File: src/rtl/i2c_trx_pkg.sv
package i2c_trx_pkg;
   localparam int STS_W    = 5;
   localparam int STS_RX   = 0;
   localparam int STS_STOP = 1;
   localparam int STS_HIT  = 2;
   localparam int STS_PKT  = 3;
   localparam int STS_FULL = 4;
   localparam int TADDR_W  = 7;

   typedef enum logic [1:0] {
      FR_IDLE = 2'd0,
      FR_ADDR = 2'd1,
      FR_RECV = 2'd2,
      FR_SKIP = 2'd3
   } frame_e;
endpackage

File: src/rtl/i2c_trx_frame.sv
module i2c_trx_frame
   import i2c_trx_pkg::*;
(
   input  logic               clk,
   input  logic               rst_n,
   input  logic [TADDR_W-1:0] cfg_own_addr,
   input  logic               cfg_tgt_en,
   input  logic               cfg_rxdma_en,
   input  logic               fe_start,
   input  logic               fe_addr_vld,
   input  logic [TADDR_W-1:0] fe_addr,
   input  logic               fe_rnw,
   input  logic               fe_byte_vld,
   input  logic               fe_stop,
   output logic               xfer_begin,
   output logic               byte_take,
   output logic               stop_done
);
   frame_e state_q, state_d;
   logic   hit;

   assign hit = (fe_addr == cfg_own_addr) && !fe_rnw && cfg_tgt_en && cfg_rxdma_en;

   always_comb begin
      state_d    = state_q;
      xfer_begin = 1'b0;
      stop_done  = 1'b0;
      if (fe_start) begin
         state_d = FR_ADDR;
      end else if (fe_stop) begin
         stop_done = (state_q == FR_RECV);
         state_d   = FR_IDLE;
      end else if (state_q == FR_ADDR && fe_addr_vld) begin
         xfer_begin = hit;
         state_d    = hit ? FR_RECV : FR_SKIP;
      end
   end

   assign byte_take = (state_q == FR_RECV) && fe_byte_vld && cfg_rxdma_en
                      && !fe_start && !fe_stop;

   always_ff @(posedge clk or negedge rst_n) begin
      if (!rst_n) state_q <= FR_IDLE;
      else        state_q <= state_d;
   end

   AST_BEGIN_STOP_EXCL: assert property (@(posedge clk) disable iff (!rst_n)
      $onehot0({xfer_begin, stop_done, byte_take}));

   AST_STOP_AFTER_RECV: assert property (@(posedge clk) disable iff (!rst_n)
      stop_done |=> (state_q == FR_IDLE));
endmodule

File: src/rtl/i2c_trx_dma_ctr.sv
module i2c_trx_dma_ctr #(
   parameter int ADDR_W = 16,
   parameter int LEN_W  = 8
) (
   input  logic              clk,
   input  logic              rst_n,
   input  logic              xfer_begin,
   input  logic              byte_take,
   input  logic [ADDR_W-1:0] cfg_buf_base,
   input  logic [LEN_W-1:0]  cfg_buf_len,
   input  logic [7:0]        fe_byte,
   output logic              mem_we,
   output logic [ADDR_W-1:0] mem_addr,
   output logic [7:0]        mem_wdata,
   output logic [ADDR_W-1:0] dma_addr,
   output logic [LEN_W-1:0]  dma_remain,
   output logic [LEN_W-1:0]  rx_len,
   output logic              overrun
);
   localparam int SUM_W = LEN_W + 1;

   logic [ADDR_W-1:0] addr_q;
   logic [LEN_W-1:0]  remain_q;
   logic [LEN_W-1:0]  len_q;
   logic [LEN_W-1:0]  len_lat_q;
   logic              room;

   assign room      = (remain_q != '0);
   assign mem_we    = byte_take && room;
   assign overrun   = byte_take && !room;
   assign mem_addr  = addr_q;
   assign mem_wdata = fe_byte;

   always_ff @(posedge clk or negedge rst_n) begin
      if (!rst_n) begin
         addr_q    <= '0;
         remain_q  <= '0;
         len_q     <= '0;
         len_lat_q <= '0;
      end else if (xfer_begin) begin
         addr_q    <= cfg_buf_base;
         remain_q  <= cfg_buf_len;
         len_q     <= '0;
         len_lat_q <= cfg_buf_len;
      end else if (mem_we) begin
         addr_q   <= addr_q + ADDR_W'(1);
         remain_q <= remain_q - LEN_W'(1);
         len_q    <= len_q + LEN_W'(1);
      end
   end

   assign dma_addr   = addr_q;
   assign dma_remain = remain_q;
   assign rx_len     = len_q;

   AST_ADDR_STEP: assert property (@(posedge clk) disable iff (!rst_n)
      mem_we |=> (addr_q == $past(addr_q) + ADDR_W'(1)));

   AST_REMAIN_STEP: assert property (@(posedge clk) disable iff (!rst_n)
      mem_we |=> (remain_q == $past(remain_q) - LEN_W'(1)));

   AST_LEN_SUM: assert property (@(posedge clk) disable iff (!rst_n)
      (SUM_W'(len_q) + SUM_W'(remain_q)) == SUM_W'(len_lat_q));

   AST_DROP_FROZEN: assert property (@(posedge clk) disable iff (!rst_n)
      overrun |=> $stable(len_q) && $stable(addr_q));
endmodule

File: src/rtl/i2c_trx_status.sv
module i2c_trx_status
   import i2c_trx_pkg::*;
(
   input  logic             clk,
   input  logic             rst_n,
   input  logic             stop_done,
   input  logic             overrun,
   input  logic             sts_wr,
   input  logic [STS_W-1:0] sts_wdata,
   output logic [STS_W-1:0] sts_q
);
   localparam logic [STS_W-1:0] PKT_GROUP = STS_W'((1 << (STS_PKT + 1)) - 1);
   localparam logic [STS_W-1:0] FULL_BIT  = STS_W'(1 << STS_FULL);

   logic [STS_W-1:0] clr_mask, set_mask, st_q;

   always_comb begin
      clr_mask = '0;
      if (sts_wr) begin
         clr_mask = sts_wdata;
         if (sts_wdata[STS_PKT]) clr_mask = clr_mask | PKT_GROUP;
      end
      set_mask = (stop_done ? PKT_GROUP : '0) | (overrun ? FULL_BIT : '0);
   end

   always_ff @(posedge clk or negedge rst_n) begin
      if (!rst_n) st_q <= '0;
      else        st_q <= (st_q & ~clr_mask) | set_mask;
   end

   assign sts_q = st_q;

   AST_STOP_FLAGS: assert property (@(posedge clk) disable iff (!rst_n)
      $rose(st_q[STS_PKT]) |-> (&st_q[STS_PKT:STS_RX]));

   AST_FULL_STICKY: assert property (@(posedge clk) disable iff (!rst_n)
      (st_q[STS_FULL] && !(sts_wr && sts_wdata[STS_FULL])) |=> st_q[STS_FULL]);

   AST_PKT_GROUP_CLR: assert property (@(posedge clk) disable iff (!rst_n)
      (sts_wr && sts_wdata[STS_PKT] && !stop_done) |=> (st_q[STS_PKT:STS_RX] == '0));
endmodule

File: src/rtl/i2c_trx_irq_share.sv
module i2c_trx_irq_share #(
   parameter bit IRQ_REG = 1'b1
) (
   input  logic clk,
   input  logic rst_n,
   input  logic tgt_pend,
   input  logic tgt_ie,
   input  logic ctl_evt,
   input  logic ctl_clr,
   input  logic ctl_ie,
   output logic irq
);
   logic ctl_pend_q;
   logic src_any;

   always_ff @(posedge clk or negedge rst_n) begin
      if (!rst_n)       ctl_pend_q <= 1'b0;
      else if (ctl_evt) ctl_pend_q <= 1'b1;
      else if (ctl_clr) ctl_pend_q <= 1'b0;
   end

   assign src_any = (tgt_pend && tgt_ie) || (ctl_pend_q && ctl_ie);

   generate
      if (IRQ_REG) begin : g_irq_reg
         logic irq_q;
         always_ff @(posedge clk or negedge rst_n) begin
            if (!rst_n) irq_q <= 1'b0;
            else        irq_q <= src_any;
         end
         assign irq = irq_q;

         AST_IRQ_QUIET: assert property (@(posedge clk) disable iff (!rst_n)
            !$past(src_any) |-> !irq_q);

         AST_IRQ_HELD: assert property (@(posedge clk) disable iff (!rst_n)
            (tgt_pend && tgt_ie && ctl_clr) |=> irq_q);
      end else begin : g_irq_comb
         assign irq = src_any;
      end
   endgenerate

   AST_CTL_SET_WINS: assert property (@(posedge clk) disable iff (!rst_n)
      ctl_evt |=> ctl_pend_q);
endmodule

File: src/rtl/i2c_trx_dma_top.sv
module i2c_trx_dma_top
   import i2c_trx_pkg::*;
#(
   parameter int ADDR_W  = 16,
   parameter int LEN_W   = 8,
   parameter bit IRQ_REG = 1'b1
) (
   input  logic              clk,
   input  logic              rst_n,
   input  logic [6:0]        cfg_own_addr,
   input  logic              cfg_tgt_en,
   input  logic              cfg_rxdma_en,
   input  logic [ADDR_W-1:0] cfg_buf_base,
   input  logic [LEN_W-1:0]  cfg_buf_len,
   input  logic              cfg_tgt_ie,
   input  logic              cfg_ctl_ie,
   input  logic              fe_start,
   input  logic              fe_addr_vld,
   input  logic [6:0]        fe_addr,
   input  logic              fe_rnw,
   input  logic              fe_byte_vld,
   input  logic [7:0]        fe_byte,
   input  logic              fe_stop,
   input  logic              sts_wr,
   input  logic [4:0]        sts_wdata,
   input  logic              ctl_evt,
   input  logic              ctl_clr,
   output logic              mem_we,
   output logic [ADDR_W-1:0] mem_addr,
   output logic [7:0]        mem_wdata,
   output logic [ADDR_W-1:0] dma_addr,
   output logic [LEN_W-1:0]  dma_remain,
   output logic [LEN_W-1:0]  rx_len,
   output logic [4:0]        sts_q,
   output logic              irq
);
   initial begin
      AST_PARAM_WIDTHS: assert (LEN_W >= 2 && LEN_W <= ADDR_W && ADDR_W <= 32)
         else $error("length width must lie between 2 and the address width");
      AST_PARAM_STS: assert (STS_W == 5 && TADDR_W == 7)
         else $error("status or address width does not match the port list");
   end

   logic xfer_begin, byte_take, stop_done, overrun;

   i2c_trx_frame u_frame (
      .clk          (clk),
      .rst_n        (rst_n),
      .cfg_own_addr (cfg_own_addr),
      .cfg_tgt_en   (cfg_tgt_en),
      .cfg_rxdma_en (cfg_rxdma_en),
      .fe_start     (fe_start),
      .fe_addr_vld  (fe_addr_vld),
      .fe_addr      (fe_addr),
      .fe_rnw       (fe_rnw),
      .fe_byte_vld  (fe_byte_vld),
      .fe_stop      (fe_stop),
      .xfer_begin   (xfer_begin),
      .byte_take    (byte_take),
      .stop_done    (stop_done)
   );

   i2c_trx_dma_ctr #(.ADDR_W(ADDR_W), .LEN_W(LEN_W)) u_ctr (
      .clk          (clk),
      .rst_n        (rst_n),
      .xfer_begin   (xfer_begin),
      .byte_take    (byte_take),
      .cfg_buf_base (cfg_buf_base),
      .cfg_buf_len  (cfg_buf_len),
      .fe_byte      (fe_byte),
      .mem_we       (mem_we),
      .mem_addr     (mem_addr),
      .mem_wdata    (mem_wdata),
      .dma_addr     (dma_addr),
      .dma_remain   (dma_remain),
      .rx_len       (rx_len),
      .overrun      (overrun)
   );

   i2c_trx_status u_sts (
      .clk       (clk),
      .rst_n     (rst_n),
      .stop_done (stop_done),
      .overrun   (overrun),
      .sts_wr    (sts_wr),
      .sts_wdata (sts_wdata),
      .sts_q     (sts_q)
   );

   i2c_trx_irq_share #(.IRQ_REG(IRQ_REG)) u_irq (
      .clk      (clk),
      .rst_n    (rst_n),
      .tgt_pend (sts_q[STS_PKT]),
      .tgt_ie   (cfg_tgt_ie),
      .ctl_evt  (ctl_evt),
      .ctl_clr  (ctl_clr),
      .ctl_ie   (cfg_ctl_ie),
      .irq      (irq)
   );

   AST_NO_WRITE_IDLE: assert property (@(posedge clk) disable iff (!rst_n)
      (!cfg_rxdma_en || !fe_byte_vld) |-> !mem_we);
endmodule

File: config.mk
export PLATFORM = sky130hd
export DESIGN_NAME = i2c_trx_dma_top
export DESIGN_NICKNAME = d
export VERILOG_FILES = /design/src/rtl/i2c_trx_pkg.sv /design/src/rtl/i2c_trx_frame.sv /design/src/rtl/i2c_trx_dma_ctr.sv /design/src/rtl/i2c_trx_status.sv /design/src/rtl/i2c_trx_irq_share.sv /design/src/rtl/i2c_trx_dma_top.sv
export SDC_FILE = /design/constraint.sdc
export NUM_CORES = 1
export LEC_CHECK = 0
export BUFFER_PORTS_ARGS = -buffer_cell sky130_fd_sc_hd__buf_2
export CORE_MARGIN = 1
export CORE_UTILIZATION = 46
export DETAILED_ROUTE_END_ITERATION = 10
export GPL_TIMING_DRIVEN = 0
export PLACE_DENSITY = 0.93
export SETUP_SLACK_MARGIN = 0.05
export SLEW_MARGIN = 30
export SYNTH_ARGS = -nofsm -noshare
export SYNTH_HDL_FRONTEND = slang
export SYNTH_SLANG_ARGS = --single-unit
export TNS_END_PERCENT = 10
File: constraint.sdc
create_clock -name clk -period 2.4 [get_ports clk]
set_clock_uncertainty 0.1 [all_clocks]
set_input_delay 0.6 -clock clk [delete_from_list [all_inputs] [get_ports clk]]
set_output_delay 0.6 -clock clk [all_outputs]
set_load 0.02 [all_outputs]
Word level (Yosys, flattened, before mapping):

Index checks and enable logic that the tools add are counted.

* add/subtract/negate cells: 3
* equal/unequal tests: 3
* mux-type cells: 21
* bitwise gates (word level): 4
* reduce and logical (&&, ||, !) cells: 21

Operators by type and width (number)
* 2-to-1 mux 16 bit: 2
* 2-to-1 mux 8 bit: 4
* adder 16 x 1 -> 16 bit (second input constant): 1
* logical AND 1 bit: 12
* 2-to-1 mux 5 bit: 2
* OR 5 bit: 2
* adder 8 x 1 -> 8 bit (second input constant): 1
* 2-to-1 mux 1 bit: 8
* 2-to-1 mux 4 bit: 2
* nonzero test 8 bit: 1
* subtractor 8 x 1 -> 8 bit (second input constant): 1
* == test 7 bit: 1
* 2-to-1 mux 2 bit: 3
* AND 5 bit: 1
* inverter 5 bit: 1
* zero test 1 bit: 4
* nonzero test 2 bit: 2
* nonzero test 3 bit: 1
* == test 2 x 1 -> 1 bit (second input constant): 1
* == test 2 bit (second input constant): 1
* logical OR 1 bit: 1

* flip-flop bits (word level): 41
* bits of input ports: 65
* output and inout port bits: 63
* logic and storage cells: 59

Depth between registers and ports, before layout:

Gate-level depths: netlist of the first run.

* depth in word-level cells: 9
* gate-level depth with buffers: 9
* gate-level depth less buffers: 8

By module:

From an unflattened synthesis of the first run, not the netlist that was laid out.

* cells, all modules: 270
* area, all modules: 2499.9 µm²

By module, submodules not included
* i2c_trx_dma_ctr: times used 1, cells each 223, area each 2023.2 µm², seq. area each 800.8 µm²
* i2c_trx_frame: times used 1, cells each 27, area each 221.5 µm², seq. area each 50.0 µm²
* i2c_trx_status: times used 1, cells each 15, area each 185.2 µm², seq. area each 125.1 µm²
* i2c_trx_irq_share: times used 1, cells each 5, area each 70.1 µm², seq. area each 50.0 µm²

Worst setup path after synthesis of the first run:

OpenSTA, ideal clock, no wires.

* path type: register -> output
* start: register u_ctr.remain_q[0], in the netlist u_ctr.dma_remain[0]
* end: output port mem_we
* arrival time: 1777 ps
* slack: -77 ps
* stages on the path, launching flop included: 7
* cells stage by stage: dfrtp_1 inv_1 ha_1 or4b_1 o211ai_2 inv_1 clkbuf_1

* longest elaborated chain between the ends: 2

RTL lines
* start, declared: RTL line i2c_trx_dma_ctr.sv:23 `logic [LEN_W-1:0] remain_q;`
* start signal, assigned: RTL line i2c_trx_dma_ctr.sv:42 `remain_q <= cfg_buf_len;`
* start signal, assigned: RTL line i2c_trx_dma_ctr.sv:47 `remain_q <= remain_q - LEN_W'(1);`
* nonzero test 8 bit: RTL line i2c_trx_dma_ctr.sv:28 `assign room = (remain_q != '0);`
* logical AND 1 bit: RTL line i2c_trx_dma_ctr.sv:29 `assign mem_we = byte_take && room;`
* end, declared: RTL line i2c_trx_dma_top.sv:28 `output logic mem_we,`

No other way between the ends.

Worst setup path after layout of the first run:

Ends and elaborated chain as after synthesis.

==> reports/metrics.csv, run 1 <==
stage;metric;value;unit
status;status;complete, but fails checks;
status;violations;negative setup slack;
critical_path;crit_required;1.70;ns
pwr;switchingPower;0.385;mW
logic_synthesis;synth_nets;356;
place;placed_area;3230;um2
critical_path;path_max_fanout;2;
logic_synthesis;synth-edff-count;0;
floorplanning;die_w;76.3;um
sta;max_freq;376;MHz
sta;final_hold_viol_count;0;
clock_network;clkTransAtPathRegs;0.09;ns
sta;fin_crit_sh;111;%
finish;diodes;0;
logic_synthesis;synth.most_common_cell;dfrtp_1;
clock_network;cts_buffers;5;
global_route;grt_max_degree;42;
floorplanning;io_pins;128;
logic_synthesis;avgSynthCellArea;8.84;um2
clock_network;cts.path.max_buffers;2;
pwr;seqPwrFrac;47.3;%
logic_synthesis;ys_types;45;
finish;fin_nets;490;
pwr;p_clk_share;38.3;%
floorplanning;die_h;76.3;um
sta;slew_violations;0;
sta;rsz0062_at_grt;yes;
logic_synthesis;syn_area;2540;um2
finish;area_growth;37.9;%
global_route;antenna_found_initial;0;
critical_path;start_kind;flop;
clock_network;ctsHoldBuffers;0;
job;maxCapViolations;0;
place;gp_congestion;0.793;
pwr;p_int;1.15;mW
clock_network;tritoncts;yes;
detailed_routing;wirelength;7010;um
logic_synthesis;synthArstFlopShare;100;%
pwr;power_frac_comb;14.3;%
floorplanning;core;5200;um2
logic_synthesis;ys_seq_area_share;40.4;%
floorplanning;die_area;5820;um2
detailed_routing;vias;2615;
hold_path;hold_path_class;primary input to async pin;
critical_path;worstPathArrival;1.96;ns
floorplanning;core.rowCount;26;
detailed_routing;drt-pass1-iter-count;4;
finish;layout-drive-gt1-share;44.3;%
critical_path;path_class;flop to output port;
logic_synthesis;yosysTopAreaCellShare;40.4;%
finish;final_cell_area;3500;um2
place;port_buffers;119;
sta;setup_viol;1;
pwr;p_per_area;439;nW/um2
pwr;p_leak;1.96;nW
clock_network;clockRootBuffer;clkbuf_8;
sta;layout_setup_ws;-0.262;ns
global_route;grt_pass1_wl;11800;um
logic_synthesis;synth_area_leaders;dfrtp_1 (40%), buf_4 (8.0%), nand3_1 (5.1%);
detailed_routing;drc;0;
pwr;switching_share;25.1;%
logic_synthesis;synthFlopType;dfrtp_1;
global_route;grt_overflow_total;0;
pwr;ir_drop;0.331;mV
clock_network;cts.sinks;41;
detailed_routing;drtAntennaViolNets;0;
logic_synthesis;yosysTopAreaCell;dfrtp_1;
clock_network;htree_num_levels;2;
logic_synthesis;synth_common_cells;dfrtp_1 (41), nor2_1 (29), nand2_1 (28), buf_4 (27), nand3_1 (26);
logic_synthesis;syn_inst;287;
detailed_routing;viasPerCell;5.32;
detailed_routing;dr.first_iter.drc_count;140;
floorplanning;initial_utilization;48.8;%
clock_network;worstSkewPairLatency;0.29;ns
place;dp_hpwl;4930;um
sta;relSlewSlack;53.9;%
finish;postLayoutCoreUtil;67.2;%
detailed_routing;detail_route.wl_per_cell;14.3;um
sta;worst_pin_slew;0.682;ns
critical_path;critPathCaptureType;output port;
global_route;globalRouteTotalUtil;25.0;%
logic_synthesis;ys_ff_latch;41;
global_route;grt_pass1_vias;2547;
sta;min_period;2.66;ns
sta;setup_tns;-0.262;ns
logic_synthesis;yosysWarnings;0;
==> through the flow <==
stage	hold slack (ns)	cells	power, mW	setup slack (ns)
2_1_floorplan	0.204	287	0.840	0.0753
3_3_place_gp	0.360	476	0.936	-0.287
3_5_place_dp	0.361	476	0.943	-0.283
4_1_cts	0.372	492	1.54	-0.286
5_1_grt	0.219	492	1.60	-0.307
6_report	0.181	492	1.54	-0.262
==> worst max-delay path, cell delays in order, from the launching register on <==
cell	delay, ns
dfrtp_2	0.42
inv_2	0.09
ha_4	0.14
or4b_4	0.48
o211ai_4	0.22
inv_2	0.08
buf_8	0.13
buf_6	0.12
==> layer usage <==
| metal | part of all wire, % | GRT usage, % | vias up |
|---|---|---|---|
| met2 | 52 | 45.2 | 125 |
| met1 | 39 | 29.0 | 1226 |
| met4 | 1.8 | 9.42 | 0 |
| met5 | 0 | 0 | - |
| met3 | 7.0 | 5.03 | 12 |
| li1 | - | - | 1252 |
==> cell usage in the layout (no fill, tap or decap), types with 5 or more instances in the layout <==
| cell | n |
|---|---|
| a21o_1 | 5 |
| a21oi_1 | 12 |
| and2_1 | 5 |
| and3_1 | 8 |
| buf_2 | 118 |
| buf_4 | 34 |
| clkbuf_8 | 6 |
| dfrtp_1 | 39 |
| nand2_1 | 28 |
| nand3_1 | 26 |
| nand4_1 | 7 |
| nor2_1 | 29 |
| nor3_1 | 9 |
| o21ai_0 | 9 |
| xnor2_1 | 7 |
| xor2_1 | 14 |
==> registers in the layout (all words and copies together) (netlist names) <==
| signal | flops |
|---|---|
| u_ctr.dma_addr | 16 |
| u_ctr.dma_remain | 8 |
| u_ctr.rx_len | 8 |
| u_sts.sts_q | 5 |
| u_frame.state_q | 2 |
| u_irq.ctl_pend_q | 1 |
| u_irq.irq | 1 |
==> power groups by stage <==
stage               Sequential (mW)  Clock (mW)  Combinational (mW)
finish                        0.727       0.588               0.220
global route                  0.729       0.629               0.239
CTS                           0.726       0.596               0.218
detailed placement            0.741           0               0.202
global placement              0.739           0               0.196
floorplan                     0.753           0              0.0864
==> layout make-up <==
type	count	area, um2
Buffer	32	254
Inverter	7	26.3
Clock buffer	6	82.6
Fill cell	450	1710
Clock inverter	2	37.5
Tap cell	70	87.6
Timing Repair Buffer	128	697
Multi-Input combinational cell	206	1290
Sequential cell	41	1030
==> timing repair <==
action | CTS | global route
setup buffers | 9 | 2
pin swaps | 7 | 3
gates cloned | 0 | 1
setup endpoints to repair | 26 | 21
gates resized for setup | 12 | 7
==> path summary, 6_finish.rpt <==
check	from	end	slack, ns	depth (start not counted)
setup / recovery	u_ctr.dma_remain[0]$_DFFE_PN0P_	mem_we	-0.26	7
hold / removal	rst_n	u_ctr.dma_addr[2]$_DFFE_PN0P_	0.18	1
setup reg to reg	u_ctr.dma_remain[0]$_DFFE_PN0P_	u_ctr.dma_addr[5]$_DFFE_PN0P_	0.07	10
hold reg to reg	u_sts.sts_q[2]$_DFF_PN0_	u_sts.sts_q[2]$_DFF_PN0_	0.38	1
max in group asynchronous	rst_n	u_ctr.dma_remain[1]$_DFFE_PN0P_	1.62	1
min in group clk	u_sts.sts_q[2]$_DFF_PN0_	u_sts.sts_q[2]$_DFF_PN0_	0.38	1
==> cell families after synthesis <==
kind of cell / count (synthesis) / share of synthesized area, %
buffers and inverters: 40 / 10.1
multiplexers: 1 / 0.394
XOR/XNOR: 21 / 7.25
AND/OR/NAND/NOR: 139 / 29.1
AO/OA/AOI/OAI: 41 / 10.8
adder cells (fa/ha/maj): 4 / 1.97
flip-flops: 41 / 40.4
Power figures use the tool's default switching activity.
==> run 2: changes to the inputs <==
--- a/config.mk
+++ b/config.mk
@@ -6,11 +6,13 @@
 export NUM_CORES = 1
 export LEC_CHECK = 0
 export BUFFER_PORTS_ARGS = -buffer_cell sky130_fd_sc_hd__buf_2
+export CAP_MARGIN = 20
 export CORE_MARGIN = 1
 export CORE_UTILIZATION = 46
 export DETAILED_ROUTE_END_ITERATION = 10
 export GPL_TIMING_DRIVEN = 0
 export PLACE_DENSITY = 0.93
+export REMOVE_ABC_BUFFERS = 1
 export SETUP_SLACK_MARGIN = 0.05
 export SLEW_MARGIN = 30
 export SYNTH_ARGS = -nofsm -noshare
==> run 2 against run 1 <==
The run still ends with negative setup slack left. Critical path depth down 1. Via count decreased by 2.7%. Global-route usage is 0.58 points lower. Combinational power decreased by 4%. Sequential power hardly changed. Hold slack better by 0.015 ns. Fmax rose by 0.40%.
==> reports/metrics.csv, run 2 (synthesized netlist as in run 1, its figures left out) <==
stage;metric;value;unit
finish;filler_cell_count;437;
sta;layout_setup_ws;-0.251;ns
global_route;grt_max_degree;42;
place;dp_hpwl;4430;um
finish;area_growth;34.3;%
sta;relSlewSlack;54.9;%
finish;postLayoutCoreUtil;65.5;%
finish;final_cell_mix;buf_2 (109), dfrtp_1 (41), nor2_1 (28), nand2_1 (27), buf_4 (27);
critical_path;critPathCaptureType;output port;
critical_path;crit_required;1.70;ns
critical_path;crit_path_max_incr_delay;0.49;ns
place;port_buffers;111;
job;maxCapViolations;0;
clock_network;tritoncts;yes;
clock_network;cts.path.max_buffers;2;
pwr;p_per_area;409;nW/um2
sta;worst_pin_slew;0.668;ns
sta;max_freq;377;MHz
sta;min_period;2.65;ns
critical_path;crit_family;simple AND/OR/NAND/NOR gates;
detailed_routing;drtAntennaViolNets;0;
detailed_routing;drc;0;
critical_path;slowest_stage;or4b_4;
global_route;globalRouteTotalUtil;24.5;%
critical_path;r2r_slack;-0.11;ns
place;dp_cells;436;
pwr;ir_drop;0.263;mV
status;violations;negative setup slack;
finish;multi_input_area;1340;um2
status;status;complete, but fails checks;
critical_path;reg2reg_depth;11;
clock_network;cts.sinks;41;
place;pre_cts_slack;-1.10;ns
critical_path;path_cells;inv_2 -> ha_4 -> or4b_4 -> o211ai_4 -> clkinvlp_4 -> buf_6;
clock_network;cts_buffers;5;
floorplanning;core.rowCount;26;
detailed_routing;dr.first_iter.drc_count;157;
finish;diodes;0;
clock_network;clkTransAtPathRegs;0.07;ns
finish;area.sequential;1030;um2
sta;hold_slack;0.196;ns
sta;slew_violations;0;
critical_path;timing.rr.end;u_ctr.dma_addr[7]$_DFFE_PN0P_;
global_route;grt_pass1_vias;2408;
hold_path;hold_path_class;primary input to async pin;
finish;layout-drive-gt1-share;43.2;%
critical_path;path_max_fanout;2;
detailed_routing;wirelength;7050;um
floorplanning;die_area;5820;um2
floorplanning;die_w;76.3;um
sta;fin_crit_sh;110;%
finish;fin_nets;474;
pwr;p_leak;1.86;nW
floorplanning;core;5200;um2
critical_path;worstPathArrival;1.95;ns
floorplanning;die_h;76.3;um
detailed_routing;vias;2545;
finish;largest_register_ffs;16;
sta;rsz0062_at_grt;yes;
detailed_routing;viasPerCell;5.36;
finish;final_common_cell;buf_2;
critical_path;cp_num_buf_inv;3;
place;gp_congestion;0.776;
global_route;antenna_found_initial;0;
sta;final_hold_viol_count;0;
critical_path;path_class;flop to output port;
finish;stdcell_count;475;
detailed_routing;detail_route.wl_per_cell;14.8;um
floorplanning;io_pins;128;
pwr;total_power;1.40;mW
critical_path;start_kind;flop;
clock_network;clockRootBuffer;clkbuf_8;
sta;setup_viol;14;
global_route;grt_pass1_wl;11400;um
global_route;grt_overflow_total;0;
clock_network;worstSkewPairLatency;0.29;ns
clock_network;htree_num_levels;2;
detailed_routing;drt-pass1-iter-count;8;
floorplanning;initial_utilization;48.8;%
critical_path;r2r_start;u_ctr.dma_remain[0]$_DFFE_PN0P_;
-- run 2: cell types whose count changed in the layout (fill, tap and decap cells not counted), moves of 2 or more --
cell	before	now
buf_4	34	27
dfrtp_1	39	41
dfrtp_2	2	0
buf_8	4	1
buf_6	1	4
buf_2	118	109
-- run 2: worst max path at each step --
stage                                    start                        endpoint  slack [ns]  depth (start not counted)
2_1_floorplan  u_ctr.dma_remain[0]$_DFFE_PN0P_  u_ctr.dma_addr[10]$_DFFE_PN0P_       -0.79                          8
3_3_place_gp   u_ctr.dma_remain[0]$_DFFE_PN0P_                          mem_we       -1.52                          6
3_5_place_dp   u_ctr.dma_remain[0]$_DFFE_PN0P_                          mem_we       -1.10                          6
4_1_cts        u_ctr.dma_remain[0]$_DFFE_PN0P_                          mem_we       -0.24                          6
5_1_grt        u_ctr.dma_remain[0]$_DFFE_PN0P_                          mem_we       -0.29                          6
6_report       u_ctr.dma_remain[0]$_DFFE_PN0P_                          mem_we       -0.25                          6
-- run 2: layout make-up --
cell class                 count  share of cell area, %
clock buffer                   7                   2.53
inverter                       7                  0.881
multi-input combinational    207                   39.4
sequential                    41                   30.1
tap                           70                   2.57
timing repair buffer         142                   24.3
timing repair inverter         1                  0.220
-- run 2: repair_timing --
action                                  in CTS  in global routing
resized for setup                           17                 13
hold buffers                                 0                  0
endpoints found under the setup margin      32                 32
pin swaps                                   11                 15
setup buffers                               19                 13
cloned                                       2                  0
-- run 2: through the flow --
step | setup TNS (ns) | instance area [um2]
2_1_floorplan | -17.28 | 2310
3_3_place_gp | -33.31 | 2950
3_5_place_dp | -20.42 | 2970
4_1_cts | -0.901 | 3270
5_1_grt | -2.23 | 3410
6_report | -0.985 | 3410
-- run 2: report_power, final --
| group | internal, mW | leakage, nW | switching, mW | total [mW] |
|---|---|---|---|---|
| Combinational | 0.102 | 1.26 | 0.111 | 0.212 |
| Clock | 0.228 | 0.0443 | 0.229 | 0.458 |
| Sequential | 0.707 | 0.548 | 0.0185 | 0.725 |
| Total | 1.04 | 1.86 | 0.359 | 1.40 |
-- run 2: worst reg2reg max path, stage by stage (launching register included) --
cell        delay [ns]
dfrtp_1           0.41
inv_2             0.09
ha_4              0.13
or4b_4            0.49
o211ai_4          0.23
buf_4             0.15
buf_6             0.09
buf_12            0.13
clkinvlp_4        0.11
buf_4             0.16
o31ai_1           0.24
nor2_1            0.07
-- run 2: layer usage --
| layer | wire length (um) | vias to the layer above | global-route usage [%] |
|---|---|---|---|
| met5 | 0 | - | 0 |
| met4 | 82 | 0 | 7.88 |
| li1 | - | 1219 | - |
| met3 | 488 | 11 | 5.75 |
| met1 | 2850 | 1186 | 28.2 |
| met2 | 3630 | 129 | 44.3 |
==> run 3: changes to the inputs <==
--- a/config.mk
+++ b/config.mk
@@ -5,13 +5,12 @@
 export SDC_FILE = /design/constraint.sdc
 export NUM_CORES = 1
 export LEC_CHECK = 0
-export BUFFER_PORTS_ARGS = -buffer_cell sky130_fd_sc_hd__buf_2
 export CAP_MARGIN = 20
 export CORE_MARGIN = 1
-export CORE_UTILIZATION = 46
+export CORE_UTILIZATION = 63
 export DETAILED_ROUTE_END_ITERATION = 10
-export GPL_TIMING_DRIVEN = 0
-export PLACE_DENSITY = 0.93
+export DONT_BUFFER_PORTS = 1
+export PLACE_DENSITY = 0.91
 export REMOVE_ABC_BUFFERS = 1
 export SETUP_SLACK_MARGIN = 0.05
 export SLEW_MARGIN = 30
==> run 3 against run 2 <==
The run still ends with negative setup slack left. Combinational power decreased by 38%. Power increased by 2.8%. Fmax increased by 5.6%. Sequential power about the same. Flip-flop and latch count unchanged. Die area decreased by 26%. Critical endpoint unchanged. Largest power group unchanged.
==> reports/metrics.csv, run 3 (synthesized netlist as in run 1, its figures left out) <==
stage;metric;value;unit
status;status;complete, but fails checks;
status;violations;negative setup slack;
place;placed_area;2620;um2
critical_path;r2r_slack;0.09;ns
floorplanning;die_h;65.5;um
sta;rsz0062_at_grt;yes;
critical_path;critPathCaptureType;output port;
critical_path;slowest_stage;or4b_4;
finish;final_cell_mix;dfrtp_1 (41), nor2_1 (29), buf_4 (29), nand2_1 (27), nand3_1 (26);
global_route;grt_max_degree;42;
sta;fin_crit_sh;105;%
critical_path;crit_path_end;mem_we;
clock_network;htree_num_levels;2;
global_route;grt_overflow_total;0;
critical_path;path_max_fanout;7;
place;gp_congestion;0.863;
finish;fin_nets;366;
job;maxCapViolations;0;
pwr;ir_drop;0.373;mV
floorplanning;core.rowCount;22;
detailed_routing;detail_route.wl_per_cell;17.9;um
detailed_routing;dr.first_iter.drc_count;228;
critical_path;start_kind;flop;
place;pre_cts_slack;0.0318;ns
sta;layout_setup_ws;-0.110;ns
finish;stdcell_count;346;
clock_network;cts.sinks;41;
sta;setup_tns;-0.110;ns
global_route;grt_pass1_wl;9730;um
floorplanning;core;3770;um2
finish;area_growth;14.3;%
clock_network;worstSkewPairLatency;0.29;ns
critical_path;crit_path_max_incr_delay;0.48;ns
floorplanning;io_pins;128;
detailed_routing;viasPerCell;6.31;
sta;hold_slack;0.0410;ns
finish;final_cell_area;2900;um2
sta;relSlewSlack;53.9;%
critical_path;cpMostUsedCell;inv_2;
clock_network;clkTransAtPathRegs;0.08;ns
sta;slew_violations;0;
clock_network;tritoncts;yes;
detailed_routing;vias;2182;
critical_path;reg2reg_depth;10;
finish;final_common_cell;dfrtp_1;
sta;max_freq;398;MHz
hold_path;hold_path_class;primary input to async pin;
global_route;antenna_found_initial;0;
sta;setup_viol;1;
floorplanning;initial_utilization;67.3;%
place;port_buffers;0;
finish;largest_register_ffs;16;
pwr;p_leak;1.43;nW
finish;layout-drive-gt1-share;21.1;%
finish;postLayoutCoreUtil;76.9;%
global_route;grt_pass1_vias;2158;
clock_network;cts_buffers;5;
detailed_routing;wirelength;6180;um
detailed_routing;drc;0;
detailed_routing;drtAntennaViolNets;0;
critical_path;crit_required;1.70;ns
floorplanning;die_area;4290;um2
sta;final_hold_viol_count;0;
critical_path;path_class;flop to output port;
pwr;p_per_area;495;nW/um2
clock_network;clockRootBuffer;clkbuf_8;
critical_path;worstPathArrival;1.81;ns
critical_path;path_cells;inv_2 -> ha_4 -> or4b_4 -> o211ai_4 -> inv_2 -> buf_12;
critical_path;timing.rr.end;u_ctr.dma_addr[6]$_DFFE_PN0P_;
pwr;total_power;1.43;mW
sta;worst_pin_slew;0.682;ns
critical_path;r2r_start;u_ctr.dma_remain[0]$_DFFE_PN0P_;
place;dp_cells;330;
finish;diodes;0;
clock_network;cts.path.max_buffers;2;
place;dp_hpwl;4180;um
sta;min_period;2.51;ns
detailed_routing;drt-pass1-iter-count;4;
floorplanning;die_w;65.5;um
critical_path;crit_path_start;u_ctr.dma_remain[0]$_DFFE_PN0P_;
global_route;globalRouteTotalUtil;30.4;%
==> run 3: layer usage <==
metal  global-route usage, %  part of all wire, %  wire length (um)  up-vias
li1                        -                    -                 -     1014
met1                    35.5                   38              2330     1051
met2                    51.7                   52              3240      108
met3                    9.20                  8.7               536        9
met4                    12.2                  1.4                85        0
met5                       0                    0                 0        -
==> run 3: worst min-delay path by stage <==
stage,start,end
floorplan,rst_n,u_ctr.dma_addr[0]$_DFFE_PN0P_
global placement,rst_n,u_ctr.dma_remain[2]$_DFFE_PN0P_
detailed placement,rst_n,u_ctr.dma_remain[4]$_DFFE_PN0P_
CTS,rst_n,u_ctr.dma_addr[6]$_DFFE_PN0P_
global route,rst_n,u_ctr.dma_remain[0]$_DFFE_PN0P_
finish,rst_n,u_ctr.dma_remain[2]$_DFFE_PN0P_
==> run 3: worst max-delay path: cells and delay by family (launching register included) <==
family                     cells  cell delay, ns
AOI/OAI and AO/OA              1            0.19
adders and majority gates      1            0.13
buffers and inverters          3            0.30
DFF                            1            0.40
and+or+nand+nor                1            0.48
==> run 3: cell type report <==
type                            instances  area (um2)
Clock buffer                            7        86.3
Clock inverter                          1        30.0
Fill cell                             264         871
Inverter                                7        26.3
Multi-Input combinational cell        206        1300
Sequential cell                        41        1030
Tap cell                               48        60.1
Timing Repair Buffer                   36         369
==> run 3: what timing repair did <==
item	4_1_cts	5_1_grt
buffers inserted	4	1
hold buffers	1	0
hold endpoints to repair	41	0
endpoints found under the setup margin	1	12
gates cloned	2	0
pin swaps	3	6
gates resized for setup	9	4
==> run 3: where the power goes <==
group          leakage [nW]  internal, mW  switching (mW)
combinational         0.818        0.0547          0.0775
sequential            0.548         0.707          0.0215
clock                0.0585         0.339           0.235
